**src/rtl/serial_addsub_pkg.sv**
```systemverilog
package serial_addsub_pkg;

    localparam int DEF_WIDTH = 4;

    typedef enum logic {
        SEQ_IDLE = 1'b0,
        SEQ_RUN  = 1'b1
    } seq_state_e;

    typedef struct packed {
        logic sum;
        logic cout;
    } fa_out_t;

    // Conditional inversion of the serial B bit.
    function automatic logic mode_bit(input logic y, input logic inv);
        return y ^ inv;
    endfunction

    // One-bit full adder.
    function automatic fa_out_t full_add(input logic x, input logic y, input logic c);
        fa_out_t r;
        r.sum  = x ^ y ^ c;
        r.cout = (x & y) | (c & (x ^ y));
        return r;
    endfunction

endpackage

```
**src/rtl/sas_shift_reg.sv**
```systemverilog
module sas_shift_reg #(
    parameter int W = 4
) (
    input  logic         clk,
    input  logic         rst,
    input  logic         load,
    input  logic         shift,
    input  logic [W-1:0] par_in,
    input  logic         ser_in,
    output logic [W-1:0] q
);
    always_ff @(posedge clk) begin
        if (rst) begin
            q <= '0;
        end else if (load) begin
            q <= par_in;
        end else if (shift) begin
            q <= {ser_in, q[W-1:1]};
        end
    end
endmodule

```
**src/rtl/sas_bit_slice.sv**
```systemverilog
module sas_bit_slice
    import serial_addsub_pkg::*;
(
    input  logic x,
    input  logic y,
    input  logic inv,
    input  logic cin,
    output logic sum,
    output logic cout
);
    fa_out_t r;

    always_comb begin
        r    = full_add(x, mode_bit(y, inv), cin);
        sum  = r.sum;
        cout = r.cout;
    end
endmodule

```
**src/rtl/sas_sequencer.sv**
```systemverilog
module sas_sequencer
    import serial_addsub_pkg::*;
#(
    parameter int W  = 4,
    parameter int CW = (W > 1) ? $clog2(W) : 1
) (
    input  logic          clk,
    input  logic          rst,
    input  logic          start,
    output logic          load,
    output logic          shift,
    output logic          last,
    output logic          run,
    output logic [CW-1:0] cnt,
    output logic          done
);
    localparam logic [CW-1:0] LAST_CNT = CW'(W - 1);

    seq_state_e state_q;
    logic [CW-1:0] cnt_q;
    logic done_q;

    always_comb begin
        load  = start && (state_q == SEQ_IDLE);
        shift = (state_q == SEQ_RUN);
        last  = shift && (cnt_q == LAST_CNT);
    end

    always_ff @(posedge clk) begin
        if (rst) begin
            state_q <= SEQ_IDLE;
            cnt_q   <= '0;
            done_q  <= 1'b0;
        end else begin
            done_q <= last;
            unique case (state_q)
                SEQ_IDLE: begin
                    if (load) begin
                        state_q <= SEQ_RUN;
                        cnt_q   <= '0;
                    end
                end
                SEQ_RUN: begin
                    if (last) begin
                        state_q <= SEQ_IDLE;
                        cnt_q   <= '0;
                    end else begin
                        cnt_q <= cnt_q + 1'b1;
                    end
                end
                default: state_q <= SEQ_IDLE;
            endcase
        end
    end

    assign run  = (state_q == SEQ_RUN);
    assign cnt  = cnt_q;
    assign done = done_q;
endmodule

```
**src/rtl/serial_addsub.sv**
```systemverilog
module serial_addsub
    import serial_addsub_pkg::*;
#(
    parameter int WIDTH = DEF_WIDTH
) (
    input  logic             clk,
    input  logic             rst,
    input  logic             start,
    input  logic             sub,
    input  logic [WIDTH-1:0] a_in,
    input  logic [WIDTH-1:0] b_in,
    output logic [WIDTH-1:0] result,
    output logic             carry_out,
    output logic             overflow,
    output logic             done
);
    localparam int CW = (WIDTH > 1) ? $clog2(WIDTH) : 1;
    localparam int NOPS = 2;

    logic          seq_load, seq_shift, seq_last, seq_run;
    logic [CW-1:0] seq_cnt;
    logic          mode_q, carry_q, ovf_q;
    logic          sum_bit, cout_bit;

    logic [WIDTH-1:0] op_par [NOPS];
    logic [WIDTH-1:0] op_q   [NOPS];
    logic [WIDTH-1:0] res_q;

    sas_sequencer #(.W(WIDTH), .CW(CW)) u_seq (
        .clk   (clk),
        .rst   (rst),
        .start (start),
        .load  (seq_load),
        .shift (seq_shift),
        .last  (seq_last),
        .run   (seq_run),
        .cnt   (seq_cnt),
        .done  (done)
    );

    assign op_par[0] = a_in;
    assign op_par[1] = b_in;

    // Operand shift registers, consumed LSB first from bit 0.
    for (genvar g = 0; g < NOPS; g++) begin : g_op
        sas_shift_reg #(.W(WIDTH)) u_op (
            .clk    (clk),
            .rst    (rst),
            .load   (seq_load),
            .shift  (seq_shift),
            .par_in (op_par[g]),
            .ser_in (1'b0),
            .q      (op_q[g])
        );
    end

    logic [2*WIDTH-3:0] unused_op_bits;
    assign unused_op_bits = {op_q[0][WIDTH-1:1], op_q[1][WIDTH-1:1]};

    sas_bit_slice u_slice (
        .x    (op_q[0][0]),
        .y    (op_q[1][0]),
        .inv  (mode_q),
        .cin  (carry_q),
        .sum  (sum_bit),
        .cout (cout_bit)
    );

    // Result register: sum bits enter at the top.
    sas_shift_reg #(.W(WIDTH)) u_res (
        .clk    (clk),
        .rst    (rst),
        .load   (seq_load),
        .shift  (seq_shift),
        .par_in ('0),
        .ser_in (sum_bit),
        .q      (res_q)
    );

    always_ff @(posedge clk) begin
        if (rst) begin
            mode_q  <= 1'b0;
            carry_q <= 1'b0;
            ovf_q   <= 1'b0;
        end else if (seq_load) begin
            mode_q  <= sub;
            carry_q <= sub;
            ovf_q   <= 1'b0;
        end else if (seq_shift) begin
            carry_q <= cout_bit;
            if (seq_last) begin
                ovf_q <= carry_q ^ cout_bit;
            end
        end
    end

    assign result    = res_q;
    assign carry_out = carry_q;
    assign overflow  = ovf_q;
endmodule

```
**config.mk**
```make
export PLATFORM = sky130hd
export DESIGN_NAME = serial_addsub
export DESIGN_NICKNAME = d
export VERILOG_FILES = /design/src/rtl/serial_addsub_pkg.sv /design/src/rtl/sas_shift_reg.sv /design/src/rtl/sas_bit_slice.sv /design/src/rtl/sas_sequencer.sv /design/src/rtl/serial_addsub.sv
export SDC_FILE = /design/constraint.sdc
export NUM_CORES = 1
export LEC_CHECK = 0
export CAP_MARGIN = 10
export CORE_ASPECT_RATIO = 0.7
export CORE_MARGIN = 2
export CORE_UTILIZATION = 45
export DETAILED_ROUTE_END_ITERATION = 6
export HOLD_SLACK_MARGIN = 0.12
export PLACE_DENSITY = 0.81
export SYNTH_ARGS = -nofsm -noshare
export SYNTH_HDL_FRONTEND = slang
export SYNTH_HIERARCHICAL = 1
export SYNTH_SLANG_ARGS = --single-unit
```
**constraint.sdc**
```tcl
create_clock -name clk -period 3.4 [get_ports clk]
set_input_delay 0.68 -clock clk [delete_from_list [all_inputs] [get_ports clk]]
set_output_delay 0.68 -clock clk [all_outputs]
set_load 0.03 [all_outputs]
```
==> flow_metrics.tcl <==
set metrics [dict create \
    multi_input_area_sq_um 495 \
    slew_headroom 0.516 \
    hold_viol 0 \
    grt_overflow 0 \
    crit_buf_inv 1 \
    slowest_delay_ns 0.69 \
    drc 0 \
    cp_slowest_cell "clkdlybuf4s50_1" \
    worst_ep_required_time_ns 2.72 \
    syn_to_final_growth_pct 23.6 \
    synthCells 91 \
    grt_max_degree 21 \
    fmax_mhz 480 \
    synth_area_leader_cell "dfxtp_1" \
    r2r_cells 3 \
    r2r_start "u_seq/run" \
    synth.cell_area_sq_um 928 \
    stdcell_count 137 \
    gp_congestion 0.728 \
    hold_path_end "mode_q" \
    arrival_ns 1.40 \
    die_height_um 42 \
    crit_path_max_fanout 4 \
    p_sw_mw 0.136 \
    fin_skew_ns 0.00524 \
    die-area_sq_um 2450 \
    viasPerCell 5.01 \
    drt_first_pass_iters 4 \
    slew_violations 0 \
    status "finished, final reports clean" \
    grt_pass1_wl_mm 2.65 \
    cp_cell_sequence "clkdlybuf4s50_1" \
    synthArstFlopShare 0 \
    worstSetupPathType "flip-flop to output pin" \
    cts_hold_buf 0 \
    cts_buffers 3 \
    postLayoutSetupSlackWorst_ns 1.32 \
    rows 13 \
    synth_commonest_cells "dfxtp_1 (19), nor2b_1 (15), mux2i_1 (14)" \
    die_x_um 58.3 \
    core_sq_um 1900 \
    rsz0062_at_grt "false" \
    p_int_mw 0.341 \
    cp_num_cells 1 \
    dp_hpwl_mm 1.18 \
    p_comb_frac 0.224 \
    power.density_nw_per_um2 416 \
    clk_pin_slew_ns 0.10 \
    period_share 0.612 \
    drive_gt1_frac 0.0522 \
    io_buffers 18 \
    synth_edf_count 0 \
    pwr-share-clk 0.241 \
    yosysMostFrequentCell "dfxtp_1" \
    post-place-ws_ns 1.13 \
    n_antenna_cell 0 \
    ys_ff_latch 19 \
    tightest_slew_ns 0.723 \
    ys_seq_area_frac 0.410 \
    swShare 0.285 \
    antenna_found_initial 0 \
    holdCritStartpoint "mode_q" \
    drt_iter0_markers 5 \
    htree_num_levels 1 \
    tns_ns 0 \
    peakVddDrop_mv 0.296 \
    pin_count 19 \
    cts_resized 0 \
    r2r-end "u_res/q[3]" \
    fin_nets 130 \
    ctsLongestPathBuffers 2 \
    clk-insertion-delay-late_ns 0.30 \
    cts_root_buffer "clkbuf_4" \
    post_cts_buffers 0 \
    endpoint_kind "output pin" \
    numPlacedInstances 133 \
    seq_area_sq_um 380 \
    cap_violations 0 \
    synthFlopType "dfxtp_1" \
    cts_sinks 19 \
    min_path_type "flip-flop to flip-flop" \
    wl_per_cell_um 11.6 \
    ant_nets 0 \
    critPathLaunchType "flip-flop" \
    grt_pass1_vias 634 \
    yosys.cell_types.count 21 \
    synth_area_leaders "dfxtp_1 (41%), mux2i_1 (15%), a211oi_1 (11%)" \
    finalSetupViolCount 0 \
    min_period_ns 2.08 \
    worstHoldPathCells 2 \
    leakage_nw 0.450 \
    grtUsageTotal 0.143 \
    routed_wl_mm 1.59 \
    vias 687 \
    cts_tree "yes" \
    crit_family "buffers and inverters" \
    yosysTopAreaCellShare 0.410 \
    syn_avg_cell_area_sq_um 10.2 \
    yosys_warnings 6 \
    ff2ff_setup_slack_ns 1.71 \
    seqPwrFrac 0.535 \
    start_util 0.488 \
    nFillCells 167 \
]
-- registers in the layout, summed over array words and instances (netlist names) --
name         count
u_res/q          4
g_op.u_op/q      8
carry_out        1
mode_q           1
u_seq/cnt        2
u_seq/done       1
overflow         1
u_seq/run        1
-- routing by layer --
layer	GRT usage	wire [um]	vias up
li1	-	-	361
met1	0.159	740	308
met2	0.252	750	16
met3	0.0556	91	2
met4	0.0419	10	0
met5	0	0	-
-- cell usage in the layout (no fill, tap or decap), drive strengths merged --
cell type and instances:
dfxtp 19, clkdlybuf4s50 18, nor2b 15, mux2i 14
a211oi 13, inv 8, conb 6, clkbuf 4
and2 2, xnor2 2, a21oi 2, nor2 2
a2111oi 1, buf 1, and2b 1, nor4b 1
a21o 1, o21ba 1, nand2 1, or3b 1
ha 1, fa 1
-- cell families (layout without fill, tap and decap cells) --
| group | count (synthesis) | in the layout | share of synthesized area |
|---|---|---|---|
| multiplexers | 14 | 14 | 0.151 |
| XOR/XNOR | 2 | 2 | 0.0189 |
| AND/OR/NAND/NOR | 23 | 23 | 0.154 |
| other | 1 | 6 | 0.00404 |
| flip-flops | 19 | 19 | 0.410 |
| buffers and inverters | 12 | 31 | 0.0768 |
| AO/OA/AOI/OAI | 18 | 18 | 0.151 |
| adder cells (fa/ha/maj) | 2 | 2 | 0.0350 |
-- layout make-up --
type	count	share of cell area
Timing Repair Buffer	19	0.164
Tap cell	22	0.0240
Multi-Input combinational cell	65	0.432
Sequential cell	19	0.332
Inverter	8	0.0262
Clock buffer	4	0.0229
-- how the worst max path moves through the flow --
stage                     startpoint                 to  slack, ns
final                      carry_out          carry_out       1.32
after global routing       carry_out          carry_out       1.24
after floorplan            carry_out           overflow       1.80
after detailed placement       start         u_res/q[3]       1.13
after global placement         start  g_op[0].u_op/q[3]       1.24
after CTS                  carry_out          carry_out       1.30
-- per-stage QoR --
step | cell area [sq um] | total power, mW | hold slack, ns | utilization
after global placement | 1120 | 0.364 | 0.518 | 0.589
after floorplan | 947 | 0.333 | 0.472 | -
final | 1150 | 0.477 | 0.539 | 0.603
after global routing | 1150 | 0.503 | 0.588 | 0.603
after detailed placement | 1120 | 0.367 | 0.527 | 0.589
after CTS | 1150 | 0.482 | 0.551 | 0.603
-- power by group through the flow --
| stage | clock [mW] | combinational [mW] | sequential (mW) |
|---|---|---|---|
| floorplan | 0 | 0.0661 | 0.267 |
| finish | 0.115 | 0.107 | 0.255 |
| global placement | 0 | 0.105 | 0.259 |
| detailed placement | 0 | 0.107 | 0.261 |
| global route | 0.128 | 0.116 | 0.259 |
| CTS | 0.119 | 0.107 | 0.255 |
(Power assumes the default switching activity.)
